===== src/rtl/pbc_pkg.sv =====
package pbc_pkg;
  typedef enum logic [1:0] {
    PB_IDLE = 2'd0,
    PB_FILL = 2'd1,
    PB_PUSH = 2'd2
  } pb_state_e;
endpackage


===== src/rtl/pbc_seq.sv =====
module pbc_seq
  import pbc_pkg::*;
#(
  parameter int BEATS = 4
) (
  input  logic                       clk,
  input  logic                       rst_n,
  input  logic                       miss_valid,
  input  logic                       sb_empty,
  input  logic                       push_valid,
  input  logic                       bus_ack,
  output pb_state_e                  state,
  output logic [$clog2(BEATS)-1:0]   beat,
  output logic                       accept,
  output logic                       burst_last
);
  localparam int BSEL_W = $clog2(BEATS);

  pb_state_e          state_d;
  logic [BSEL_W-1:0]  beat_d;
  logic               beat_en;

  assign accept     = (state == PB_IDLE) && miss_valid && sb_empty;
  assign burst_last = (state != PB_IDLE) && bus_ack && (beat == BSEL_W'(BEATS - 1));

  always_comb begin
    state_d = state;
    case (state)
      PB_IDLE: if (accept) state_d = PB_FILL;
      PB_FILL: if (burst_last) state_d = push_valid ? PB_PUSH : PB_IDLE;
      PB_PUSH: if (burst_last) state_d = PB_IDLE;
      default: state_d = PB_IDLE;
    endcase
  end

  always_comb begin
    beat_en = accept || ((state != PB_IDLE) && bus_ack);
    if (accept || burst_last) beat_d = '0;
    else                      beat_d = beat + 1'b1;
  end

  always_ff @(posedge clk or negedge rst_n) begin
    if (!rst_n) state <= PB_IDLE;
    else        state <= state_d;
  end

  always_ff @(posedge clk or negedge rst_n) begin
    if (!rst_n)       beat <= '0;
    else if (beat_en) beat <= beat_d;
  end

  AST_FILL_NEEDS_SB_EMPTY: assert property (@(posedge clk) disable iff (!rst_n)
    (state == PB_FILL && $past(state) == PB_IDLE) |-> $past(sb_empty));
endmodule


===== src/rtl/pbc_victim_buf.sv =====
module pbc_victim_buf #(
  parameter int AW     = 32,
  parameter int BEAT_W = 32,
  parameter int BEATS  = 4
) (
  input  logic                      clk,
  input  logic                      rst_n,
  input  logic                      capture_en,
  input  logic                      release_en,
  input  logic [AW-1:0]             cap_addr,
  input  logic [BEAT_W*BEATS-1:0]   cap_line,
  input  logic [$clog2(BEATS)-1:0]  beat_sel,
  output logic                      valid,
  output logic [AW-1:0]             addr,
  output logic [BEAT_W-1:0]         beat_data
);
  localparam int LINE_W = BEAT_W * BEATS;

  logic [LINE_W-1:0] line_q;
  logic              valid_d;

  always_comb begin
    valid_d = valid;
    if (capture_en)      valid_d = 1'b1;
    else if (release_en) valid_d = 1'b0;
  end

  always_ff @(posedge clk or negedge rst_n) begin
    if (!rst_n) valid <= 1'b0;
    else        valid <= valid_d;
  end

  always_ff @(posedge clk or negedge rst_n) begin
    if (!rst_n) begin
      line_q <= '0;
      addr   <= '0;
    end else if (capture_en) begin
      line_q <= cap_line;
      addr   <= cap_addr;
    end
  end

  assign beat_data = line_q[beat_sel*BEAT_W +: BEAT_W];

  AST_PUSH_HELD: assert property (@(posedge clk) disable iff (!rst_n)
    (valid && !release_en) |=> (valid && $stable(line_q) && $stable(addr)));
endmodule


===== src/rtl/pbc_fill_asm.sv =====
module pbc_fill_asm #(
  parameter int BEAT_W = 32,
  parameter int BEATS  = 4
) (
  input  logic                      clk,
  input  logic                      rst_n,
  input  logic                      beat_en,
  input  logic [$clog2(BEATS)-1:0]  beat_idx,
  input  logic [BEAT_W-1:0]         rdata,
  input  logic                      last_en,
  output logic [BEAT_W*BEATS-1:0]   line,
  output logic                      done
);
  for (genvar k = 0; k < BEATS; k++) begin : g_beat
    logic hit;
    assign hit = beat_en && (beat_idx == k);
    always_ff @(posedge clk or negedge rst_n) begin
      if (!rst_n)   line[k*BEAT_W +: BEAT_W] <= '0;
      else if (hit) line[k*BEAT_W +: BEAT_W] <= rdata;
    end
  end

  always_ff @(posedge clk or negedge rst_n) begin
    if (!rst_n) done <= 1'b0;
    else        done <= last_en;
  end

  AST_DONE_PULSE: assert property (@(posedge clk) disable iff (!rst_n)
    done |=> !done);
endmodule


===== src/rtl/push_ctrl.sv =====
module push_ctrl
  import pbc_pkg::*;
#(
  parameter int AW     = 32,
  parameter int BEAT_W = 32,
  parameter int BEATS  = 4
) (
  input  logic                     clk,
  input  logic                     rst_n,
  input  logic                     miss_valid,
  input  logic [AW-1:0]            miss_fill_addr,
  input  logic                     miss_victim_dirty,
  input  logic [AW-1:0]            miss_victim_addr,
  input  logic [BEAT_W*BEATS-1:0]  miss_victim_data,
  input  logic                     sb_empty,
  output logic                     busy,
  output logic                     fill_done,
  output logic [BEAT_W*BEATS-1:0]  fill_data,
  output logic                     push_pending,
  output logic                     bus_req,
  output logic                     bus_we,
  output logic [AW-1:0]            bus_addr,
  output logic [BEAT_W-1:0]        bus_wdata,
  input  logic [BEAT_W-1:0]        bus_rdata,
  input  logic                     bus_ack
);
  localparam int BSEL_W    = $clog2(BEATS);
  localparam int BYTE_OFF  = $clog2(BEAT_W / 8);
  localparam int LINE_OFF  = BSEL_W + BYTE_OFF;
  localparam int BEAT_BYTES = BEAT_W / 8;

  pb_state_e         state;
  logic [BSEL_W-1:0] beat;
  logic              accept;
  logic              burst_last;
  logic [AW-1:0]     fill_base;
  logic [AW-1:0]     push_addr;
  logic [BEAT_W-1:0] push_beat;
  logic [AW-1:0]     cur_base;
  logic              push_capture;
  logic              push_release;

  pbc_seq #(.BEATS(BEATS)) u_seq (
    .clk        (clk),
    .rst_n      (rst_n),
    .miss_valid (miss_valid),
    .sb_empty   (sb_empty),
    .push_valid (push_pending),
    .bus_ack    (bus_ack),
    .state      (state),
    .beat       (beat),
    .accept     (accept),
    .burst_last (burst_last)
  );

  assign push_capture = accept && miss_victim_dirty;
  assign push_release = (state == PB_PUSH) && burst_last;

  pbc_victim_buf #(.AW(AW), .BEAT_W(BEAT_W), .BEATS(BEATS)) u_vbuf (
    .clk        (clk),
    .rst_n      (rst_n),
    .capture_en (push_capture),
    .release_en (push_release),
    .cap_addr   ({miss_victim_addr[AW-1:LINE_OFF], {LINE_OFF{1'b0}}}),
    .cap_line   (miss_victim_data),
    .beat_sel   (beat),
    .valid      (push_pending),
    .addr       (push_addr),
    .beat_data  (push_beat)
  );

  pbc_fill_asm #(.BEAT_W(BEAT_W), .BEATS(BEATS)) u_fill (
    .clk      (clk),
    .rst_n    (rst_n),
    .beat_en  ((state == PB_FILL) && bus_ack),
    .beat_idx (beat),
    .rdata    (bus_rdata),
    .last_en  ((state == PB_FILL) && burst_last),
    .line     (fill_data),
    .done     (fill_done)
  );

  always_ff @(posedge clk or negedge rst_n) begin
    if (!rst_n)      fill_base <= '0;
    else if (accept) fill_base <= {miss_fill_addr[AW-1:LINE_OFF], {LINE_OFF{1'b0}}};
  end

  always_comb begin
    cur_base  = (state == PB_PUSH) ? push_addr : fill_base;
    bus_req   = (state != PB_IDLE);
    bus_we    = (state == PB_PUSH);
    bus_addr  = bus_req ? {cur_base[AW-1:LINE_OFF], beat, {BYTE_OFF{1'b0}}} : '0;
    bus_wdata = bus_we ? push_beat : '0;
    busy      = (state != PB_IDLE) || !sb_empty;
  end

  AST_WB_AFTER_FILL: assert property (@(posedge clk) disable iff (!rst_n)
    $rose(bus_we) |-> fill_done);
  AST_BEAT_HOLD: assert property (@(posedge clk) disable iff (!rst_n)
    (bus_req && !bus_ack) |=> (bus_req && $stable(bus_addr)));
  AST_BEAT_STEP: assert property (@(posedge clk) disable iff (!rst_n)
    (bus_req && bus_ack && !burst_last) |=> (bus_addr == $past(bus_addr) + AW'(BEAT_BYTES)));
  AST_INVAL_AFTER_WB: assert property (@(posedge clk) disable iff (!rst_n)
    $fell(push_pending) |-> $past(bus_we && bus_ack));
  AST_BUSY_WHILE_PUSH: assert property (@(posedge clk) disable iff (!rst_n)
    push_pending |-> busy);
  AST_DIR_STABLE: assert property (@(posedge clk) disable iff (!rst_n)
    (bus_req && !burst_last) |=> (bus_req && bus_we == $past(bus_we)));
endmodule


===== config.mk =====
export PLATFORM = sky130hd
export DESIGN_NAME = push_ctrl
export DESIGN_NICKNAME = d
export VERILOG_FILES = /design/src/rtl/pbc_pkg.sv /design/src/rtl/pbc_seq.sv /design/src/rtl/pbc_victim_buf.sv /design/src/rtl/pbc_fill_asm.sv /design/src/rtl/push_ctrl.sv
export SDC_FILE = /design/constraint.sdc
export NUM_CORES = 1
export LEC_CHECK = 0
export BUFFER_PORTS_ARGS = -buffer_cell sky130_fd_sc_hd__buf_4
export CAP_MARGIN = 5
export CORE_MARGIN = 2
export CORE_UTILIZATION = 46
export DETAILED_ROUTE_END_ITERATION = 10
export HOLD_SLACK_MARGIN = 0.06
export PLACE_DENSITY = 0.76
export SYNTH_ARGS = -nofsm -noshare
export SYNTH_HDL_FRONTEND = slang
export SYNTH_SLANG_ARGS = --single-unit

===== constraint.sdc =====
create_clock -name clk -period 2.2 [get_ports clk]
set_input_delay 0.11 -clock clk [delete_from_list [all_inputs] [get_ports clk]]
set_output_delay 0.11 -clock clk [all_outputs]
set_load 0.01 [all_outputs]

==> reports/results.txt, run 1 <==
Status: finished clean
Worst R2R Path Depth: 4
DRC Markers: 0
Vias in the first global route: 10,600
Core box area: 0.0285 sq mm
Initial antenna violation count: 4
Clock Power Share: 0.220
Largest net degree at the start of global routing: 97
Total number of vias: 9,697
Sequential area share after synthesis: 0.601
Worst hold path class: in -> async
Critical path required time: 2.09 ns
Area grow syn2layout: 52.8%
Final GP Congestion: 0.816
Peak supply drop: 0.800 mV
Setup-failing EPs final: 0
Worst R2R End: u_vbuf.line_q[20]
H-tree depth: 2
Nets: 1,691
TritonCTS clock tree: yes
Crit. path cell count: 4
Total die area: 0.0302 sq mm
DR WL/cell: 21.3 um
Overall Global Routing Usage: 0.259
Syn_area_per_cell: 16.4 sq um
Die outline height: 174 um
Final Hold Viols: 0
Maximum Capacitance Violations: 0
R2r setup slk: 0.22 ns
Clk sinks: 318
Placed Cells: 1,582
Cell area after synthesis: 0.0133 sq mm
Post-route insts no fill: 1,865
Synth unique cells: 29
Worst-Skew Late Latency: 0.51 ns
Switching Share: 0.311
Total CTS buffers: 35
Post-route antenna net violation count: 0
Delay-heaviest family, CP: multiplexers
Hold_ws: 0.148 ns
F_max: 0.459 GHz
PortBufs: 416
Vias per Instance: 5.20
Starting Density: 0.464
Clock skew: 0.0111 ns
Int Power: 0.0177 W
Layout cells sized above 1: 0.403
Dpl hpwl: 24.6 mm
First-pass GRT wire length: 61.1 mm
Worst Path Buf+Inv: 2
CP endpoint: bus_wdata[31]
CP Cell Sequence: buf_12 -> mux4_2 -> and2_4 -> buf_4
Tmin final: 2.18 ns
Power per cell area: 1270 mW/mm^2
Comb power frac: 0.370
Ys Warns: 0
Post-Route WL: 39.7 mm
Drt first pass iters: 4
FP Rows: 62
CTS root buffer: clkbuf_16
Worst Tran Pin Value: 0.601 ns
Switch Pwr: 0.00799 W
RSZ-0062 raised after global routing: yes
Worst Path Arrival: 2.07 ns
Endpoint class of the critical path: primary output
Period utilisation layout: 0.989
Setup crit start: u_seq.beat[0]
Final global-route overflow total: 0
Max Slew Vio Count: 0
Relative slew slack: 0.599
CP Launch Type: register
Mapped Cells: 808
Die Width: 174 um
Reg-to-Reg Start: u_seq.state[1]
Sequential power share: 0.410
Slowest CP cell: mux4_2
CP peak stage delay: 0.58 ns
Clock transition at the registers of the reported paths: 0.06 ns
Worst Setup Path Type: reg -> out
I/O Pins: 427
Yosys reg bits: 318
LEAKAGE: 9.55 nW
Number of DRC markers in iteration 0: 463
Longest Clk Path Bufs: 3
Maximum fanout along the worst path: 17
worst min-delay path by stage:
stage / startpoint / end / slack, ns / depth (start not counted)
after floorplan: rst_n / fill_base[10] / -0.19 / 0
after global placement: rst_n / u_vbuf.line_q[73] / 0.09 / 1
after detailed placement: rst_n / u_vbuf.line_q[73] / 0.09 / 1
after CTS: rst_n / u_vbuf.line_q[73] / 0.15 / 2
after global routing: rst_n / u_vbuf.line_q[104] / 0.18 / 2
final: rst_n / u_vbuf.line_q[104] / 0.15 / 2
routing by layer:
metal,up-vias,share of wire,global-route usage,wire length (um)
li1,4214,-,-,-
met1,4952,0.38,0.310,15000
met2,438,0.51,0.458,20400
met3,91,0.075,0.0684,2970
met4,2,0.033,0.0819,1300
met5,-,0.00028,0.00641,11
Yosys cell counts:
master    number  area share
a21o_1         1     0.00057
a21oi_1        2     0.00076
a22o_1        29       0.019
and2_1        32       0.015
and2b_1        1     0.00057
and4bb_1       1     0.00094
buf_1          2     0.00057
buf_2         22      0.0083
buf_4          4      0.0023
buf_6         13       0.011
clkbuf_1      11      0.0031
clkinv_1       1     0.00028
conb_1         1     0.00028
dfrtp_1      318        0.60
ha_1           4      0.0038
inv_1          3     0.00085
inv_2          1     0.00028
mux2_1       256        0.22
mux2_2        36       0.031
mux2_4        20       0.023
mux4_2        32       0.054
nand2_1        6      0.0017
nand2b_1       1     0.00047
nand3_1        4      0.0015
nor2_1         3     0.00085
o21ai_0        1     0.00038
o21ai_1        1     0.00038
or3_1          1     0.00047
or3b_1         1     0.00066
metrics by stage:
stage	area [sq um]	power (W)	setup WS, ns	utilization	setup TNS, ns
2_1_floorplan	13300	0.0150	0.163	-	0
3_3_place_gp	16900	0.0190	0.317	0.592	0
3_5_place_dp	16900	0.0194	0.290	0.592	0
4_1_cts	20300	0.0256	0.00554	0.709	0
5_1_grt	20300	0.0270	-0.0299	0.709	-0.0543
6_report	20300	0.0257	0.0235	0.709	0
cells by family (layout without fill, tap and decap cells):
family / Yosys count / after routing / synth area share
simple gates: 50 / 50 / 0.0223
fa+ha+maj: 4 / 4 / 0.00378
compound gates: 34 / 34 / 0.0212
mux: 344 / 344 / 0.325
buf+inv: 57 / 726 / 0.0267
flops: 318 / 318 / 0.601
other cells: 1 / 5 / 0.000283
state kept, by name, indices dropped and copies added (netlist names):
signal and cells:
u_fill.line 128, u_vbuf.line_q 128, fill_base 28, u_vbuf.addr 28
u_seq.beat 2, u_seq.state 2, u_fill.done 1, u_vbuf.valid 1
layout by cell type (no fill, tap or decap), drive strengths merged, types with 5 or more instances in the layout:
master       synthesis  final
dlygate4sd3          0    219
inv                  4      5
a22o                29     29
dfrtp              318    318
buf                 41    444
nand2                6      6
mux2               312    312
clkbuf              11     50
mux4                32     32
and2                32     32
clkinv               1      7
power groups by stage:
stage	Clock (W)	Combinational (W)	Sequential, W
floorplan	0	0.00449	0.0105
global placement	0	0.00873	0.0103
detailed placement	0	0.00898	0.0104
CTS	0.00576	0.00949	0.0104
global route	0.00604	0.0101	0.0108
finish	0.00567	0.00951	0.0105
what timing repair did:
action	in CTS	in global routing
gates cloned	1	0
endpoints found under the setup margin	32	25
setup buffers	3	0
endpoints found under the hold margin	556	0
resized for setup	1	8
hold buffers	219	0
area by class of cell:
| cell class | instances | area, sq um |
|---|---|---|
| fill | 1782 | 8290 |
| sequential | 318 | 7960 |
| timing repair buffer | 663 | 5700 |
| multi-input combinational | 434 | 4990 |
| clock buffer | 50 | 1020 |
| tap | 384 | 480 |
| clock inverter | 8 | 72.6 |
| inverter | 5 | 18.8 |
| antenna | 3 | 7.51 |
Note: power is estimated with default switching activity, not from simulation.
==> run 2: changes to the inputs <==
--- a/config.mk
+++ b/config.mk
@@ -12,6 +12,7 @@
 export DETAILED_ROUTE_END_ITERATION = 10
 export HOLD_SLACK_MARGIN = 0.06
 export PLACE_DENSITY = 0.76
+export SETUP_SLACK_MARGIN = 0.3
 export SYNTH_ARGS = -nofsm -noshare
 export SYNTH_HDL_FRONTEND = slang
 export SYNTH_SLANG_ARGS = --single-unit
==> reports/results.txt, run 2 (synthesis gave the netlist of run 1 again) <==
F_max: 0.466 GHz
Total die area: 0.0302 sq mm
Setup-failing EPs final: 0
TritonCTS clock tree: yes
Post-route antenna net violation count: 0
Final global-route overflow total: 0
Area grow syn2layout: 61.0%
Critical path required time: 2.09 ns
Maximum fanout along the worst path: 8
Worst-Skew Late Latency: 0.52 ns
Clk sinks: 318
Nets: 1,718
Final Hold Viols: 0
Most frequent cells in the layout: buf_4, dfrtp_1, mux2_1
Layout cells sized above 1: 0.442
Peak supply drop: 0.841 mV
Hold depth: 3
Overall Global Routing Usage: 0.275
DRC Markers: 0
Relative slew slack: 0.661
Total number of vias: 10,100
Placed Cells: 1,583
Maximum Capacitance Violations: 0
Min-Delay Endpoint: u_vbuf.line_q[95]
Worst R2R Path Depth: 4
Endpoint class of the critical path: primary output
Status: finished clean
Number of DRC markers in iteration 0: 453
Worst Setup Path Type: reg -> out
Worst hold path class: in -> reg
Placement-stage cell area: 0.0169 sq mm
Vias in the first global route: 11,300
Reg-to-Reg Start: u_seq.state[0]
Power per cell area: 1290 mW/mm^2
Post-route insts no fill: 1,895
Worst Tran Pin Value: 0.509 ns
Initial antenna violation count: 4
Hold path start: miss_victim_dirty
Starting Density: 0.464
Vias per Instance: 5.31
Max Slew Vio Count: 0
PortBufs: 416
H-tree depth: 2
Drt first pass iters: 4
Post-Route WL: 45.0 mm
Worst Path Arrival: 2.04 ns
Final worst slack: 0.0530 ns
R2r setup slk: 0.34 ns
Final GP Congestion: 0.802
Largest net degree at the start of global routing: 59
Final instance area: 0.0213 sq mm
Die outline height: 174 um
Period utilisation layout: 0.976
LEAKAGE: 9.99 nW
CP Cell Sequence: buf_12 -> buf_16 -> mux4_2 -> and2_4 -> buf_6
Top flop regs: u_fill.line: 128 flops, u_vbuf.line_q: 128 flops
CP Launch Type: register
Worst R2R End: fill_base[23]
Clock transition at the registers of the reported paths: 0.06 ns
Final design utilization: 0.747
Core box area: 0.0285 sq mm
Die Width: 174 um
DR WL/cell: 23.8 um
FP Rows: 62
I/O Pins: 427
Clock skew: 0.0234 ns
Pre-CTS setup slack: 0.314 ns
Slowest CP cell: mux4_2
CP peak stage delay: 0.51 ns
Dpl hpwl: 24.2 mm
CTS root buffer: clkbuf_16
Total CTS buffers: 35
Tmin final: 2.15 ns
Hold_ws: 0.134 ns
Commonest non-fill, non-tap cell in the layout: buf_4
Longest Clk Path Bufs: 3
First-pass GRT wire length: 64.6 mm
RSZ-0062 raised after global routing: yes
## run 2: cell types whose count changed in the layout (fill, tap and decap cells not counted), moves of 7 or more
cell | before | now
clkbuf_16 | 37 | 46
buf_6 | 2 | 66
buf_4 | 428 | 370
clkbuf_8 | 5 | 12
and2_4 | 6 | 32
clkbuf_1 | 8 | 1
buf_16 | 0 | 8
and2_1 | 26 | 0
## run 2: layer usage
| metal | wire length [um] | track usage |
|---|---|---|
| met5 | 0 | 0 |
| met4 | 1730 | 0.100 |
| met3 | 3040 | 0.0640 |
| met2 | 23300 | 0.490 |
| met1 | 17000 | 0.325 |
## run 2: worst max-delay path by stage
stage	startpoint	end	slack, ns	cells after the start
after detailed placement	u_seq.state[1]	u_vbuf.addr[26]	0.31	4
after global placement	u_seq.state[1]	u_vbuf.line_q[119]	0.36	4
after global routing	u_seq.beat[0]	bus_wdata[20]	-0.02	5
after CTS	u_seq.beat[0]	bus_wdata[1]	0.04	5
final	u_seq.beat[0]	bus_wdata[10]	0.05	5
after floorplan	u_seq.beat[1]	u_fill.line[10]	0.32	7
## run 2: area by class of cell
cell class                 instances  area, sq um
sequential                       318         7960
fill                            1654         7210
timing repair buffer             688         6490
multi-input combinational        435         5120
clock buffer                      50         1090
tap                              384          480
clock inverter                    10          133
inverter                           5         31.3
timing repair inverter             1         11.3
antenna                            4         10.0
## run 2: through the flow
stage               total power (W)  setup TNS [ns]
floorplan                    0.0150               0
global placement             0.0189               0
finish                       0.0275               0
CTS                          0.0266               0
global route                 0.0286         -0.0409
detailed placement           0.0194               0
## run 2: power by group
group	switching (W)	internal (W)	leakage, nW
Clock	0.00247	0.00381	0.602
Sequential	0.00185	0.00877	3.83
Combinational	0.00429	0.00626	5.56
Total	0.00861	0.0188	9.99
## run 2: repair_timing
item                       4_1_cts  5_1_grt
gates cloned                     7       12
hold endpoints to repair       575        0
hold buffers                   218        0
setup buffers                    7        4
setup endpoints to repair       68      301
gates resized for setup         76       53
pin swaps                       23       45
## run 2: worst max-delay path, delay by kind of cell, from the launching register on
kind | cells | cell delay [ns]
multiplexers | 1 | 0.51
flip-flops | 1 | 0.44
buffers and inverters | 3 | 0.41
AND/OR/NAND/NOR | 1 | 0.16
==> run 3: changes to the inputs <==
--- a/config.mk
+++ b/config.mk
@@ -8,10 +8,10 @@
 export BUFFER_PORTS_ARGS = -buffer_cell sky130_fd_sc_hd__buf_4
 export CAP_MARGIN = 5
 export CORE_MARGIN = 2
-export CORE_UTILIZATION = 46
+export CORE_UTILIZATION = 50
 export DETAILED_ROUTE_END_ITERATION = 10
 export HOLD_SLACK_MARGIN = 0.06
-export PLACE_DENSITY = 0.76
+export PLACE_DENSITY = 0.79
 export SETUP_SLACK_MARGIN = 0.3
 export SYNTH_ARGS = -nofsm -noshare
 export SYNTH_HDL_FRONTEND = slang
==> constraint.sdc (replaced) <==
create_clock -name clk -period 2.75 [get_ports clk]
set_input_delay 0.1375 -clock clk [delete_from_list [all_inputs] [get_ports clk]]
set_output_delay 0.1375 -clock clk [all_outputs]
set_load 0.01 [all_outputs]
==> reports/results.txt, run 3 (synthesis gave the netlist of run 1 again) <==
Post-CTS setup buffer count: 0
Layout cells sized above 1: 0.394
Maximum fanout along the worst path: 31
Fillers: 1,433
DR WL/cell: 22.2 um
Metal2 WL: 20.4 mm
Max layer used: met4
Worst Setup Path Type: reg -> out
F_max: 0.428 GHz
Die outline height: 167 um
Vias per Instance: 5.37
Peak supply drop: 0.869 mV
Period utilisation layout: 0.850
Worst hold path class: in -> async
Metal3 WL: 2.82 mm
Worst R2R End: u_vbuf.line_q[50]
Maximum Capacitance Violations: 0
Post-route insts no fill: 1,808
Slowest CP cell: buf_4
RSZ-0062 raised after global routing: no
Max Slew Vio Count: 0
Number of DRC markers in iteration 0: 542
CP peak stage delay: 0.46 ns
R2r setup slk: 0.53 ns
Status: finished clean
Largest net degree at the start of global routing: 144
Initial antenna violation count: 5
Critical path required time: 2.61 ns
Endpoint class of the critical path: primary output
Final instance area: 0.0201 sq mm
FP Rows: 59
Reg-to-Reg Start: u_seq.state[1]
Tmin final: 2.34 ns
Post-Route WL: 40.2 mm
Overall Global Routing Usage: 0.287
Relative slew slack: 0.406
Vias in the first global route: 10,800
Worst R2R Path Depth: 4
Post-route antenna net violation count: 0
Die Width: 167 um
Nets: 1,680
Clock skew: 0.0139 ns
Total CTS buffers: 34
Placed Cells: 1,526
Dpl hpwl: 23.8 mm
Setup_tns: 0 ns
Final GP Congestion: 0.810
First-pass GRT wire length: 61.8 mm
Total die area: 0.0278 sq mm
CP endpoint: bus_wdata[13]
Most frequent cells in the layout: buf_4, dfrtp_1, mux2_1
Starting Density: 0.509
Setup crit start: u_seq.beat[1]
CP Cell Sequence: buf_4 -> mux4_2 -> and2_1 -> buf_4
Clk sinks: 318
H-tree depth: 2
Clock transition at the registers of the reported paths: 0.06 ns
Placement-stage cell area: 0.0167 sq mm
Core box area: 0.0261 sq mm
Drt first pass iters: 4
I/O Pins: 427
Area grow syn2layout: 51.7%
Total number of vias: 9,711
LEAKAGE: 9.48 nW
Top flop regs: u_fill.line: 128 flops, u_vbuf.line_q: 128 flops
DRC Markers: 0
Worst-Skew Late Latency: 0.51 ns
Setup-failing EPs final: 0
Longest Clk Path Bufs: 3
Power per cell area: 1030 mW/mm^2
CP Launch Type: register
Final Hold Viols: 0
Hold_ws: 0.203 ns
TritonCTS clock tree: yes
CTS root buffer: clkbuf_16
PortBufs: 416
Most used cell, CP: buf_4
Worst Path Arrival: 2.20 ns
Worst Tran Pin Value: 0.891 ns
Met1 WL: 14.8 mm
Final global-route overflow total: 0
Commonest non-fill, non-tap cell in the layout: buf_4
-- run 3: cell types whose count changed in the layout (fill, tap and decap cells not counted), sizes merged --
cell         previous run  this run
buf                   460       434
bufbuf                  1         0
clkbuf                 59        52
clkinv                  5         2
clkinvlp                3         1
diode                   4         5
dlygate4sd3           218       219
nand2                   7         6
-- run 3: final cells by class --
type / instances / area, sq um / area share
Antenna cell: 5 / 12.5 / 0.000623
Clock buffer: 52 / 1030 / 0.0514
Clock inverter: 6 / 109 / 0.00542
Inverter: 5 / 22.5 / 0.00112
Multi-Input combinational cell: 434 / 4970 / 0.247
Sequential cell: 318 / 7960 / 0.396
Tap cell: 335 / 419 / 0.0209
Timing Repair Buffer: 653 / 5570 / 0.277
-- run 3: stage by stage --
stage	power, W	utilization	setup slack, ns
3_3_place_gp	0.0151	0.643	0.628
5_1_grt	0.0217	0.771	0.347
3_5_place_dp	0.0155	0.643	0.612
2_1_floorplan	0.0120	-	0.713
4_1_cts	0.0205	0.771	0.370
6_report	0.0207	0.771	0.412
-- run 3: worst max-delay path, delay by kind of cell (launching register included) --
kind | cells | cell delay [ns]
simple gates | 1 | 0.23
buf+inv | 2 | 0.62
flops | 1 | 0.44
mux | 1 | 0.40
-- run 3: how the worst min path moves through the flow --
stage | from | to | slack [ns] | cells after the start
6_report | rst_n | u_vbuf.line_q[92] | 0.20 | 2
5_1_grt | rst_n | u_vbuf.line_q[21] | 0.25 | 2
2_1_floorplan | rst_n | fill_base[10] | -0.16 | 0
4_1_cts | rst_n | u_vbuf.line_q[21] | 0.21 | 2
3_3_place_gp | rst_n | u_vbuf.line_q[92] | 0.15 | 1
3_5_place_dp | rst_n | u_vbuf.line_q[92] | 0.15 | 1
-- run 3: timing repair --
action	in CTS	in global routing
endpoints found under the setup margin	0	46
hold endpoints to repair	379	0
gates resized for setup	0	1
hold buffers	219	0
-- run 3: power by group --
group	switching [W]	internal [W]
Clock	0.00182	0.00287
Sequential	0.00145	0.00702
Combinational	0.00315	0.00440
-- run 3: layer usage --
metal	track usage	vias to the layer above
li1	-	4209
met1	0.331	4923
met2	0.499	448
met3	0.0722	131
met4	0.144	0
met5	0	-
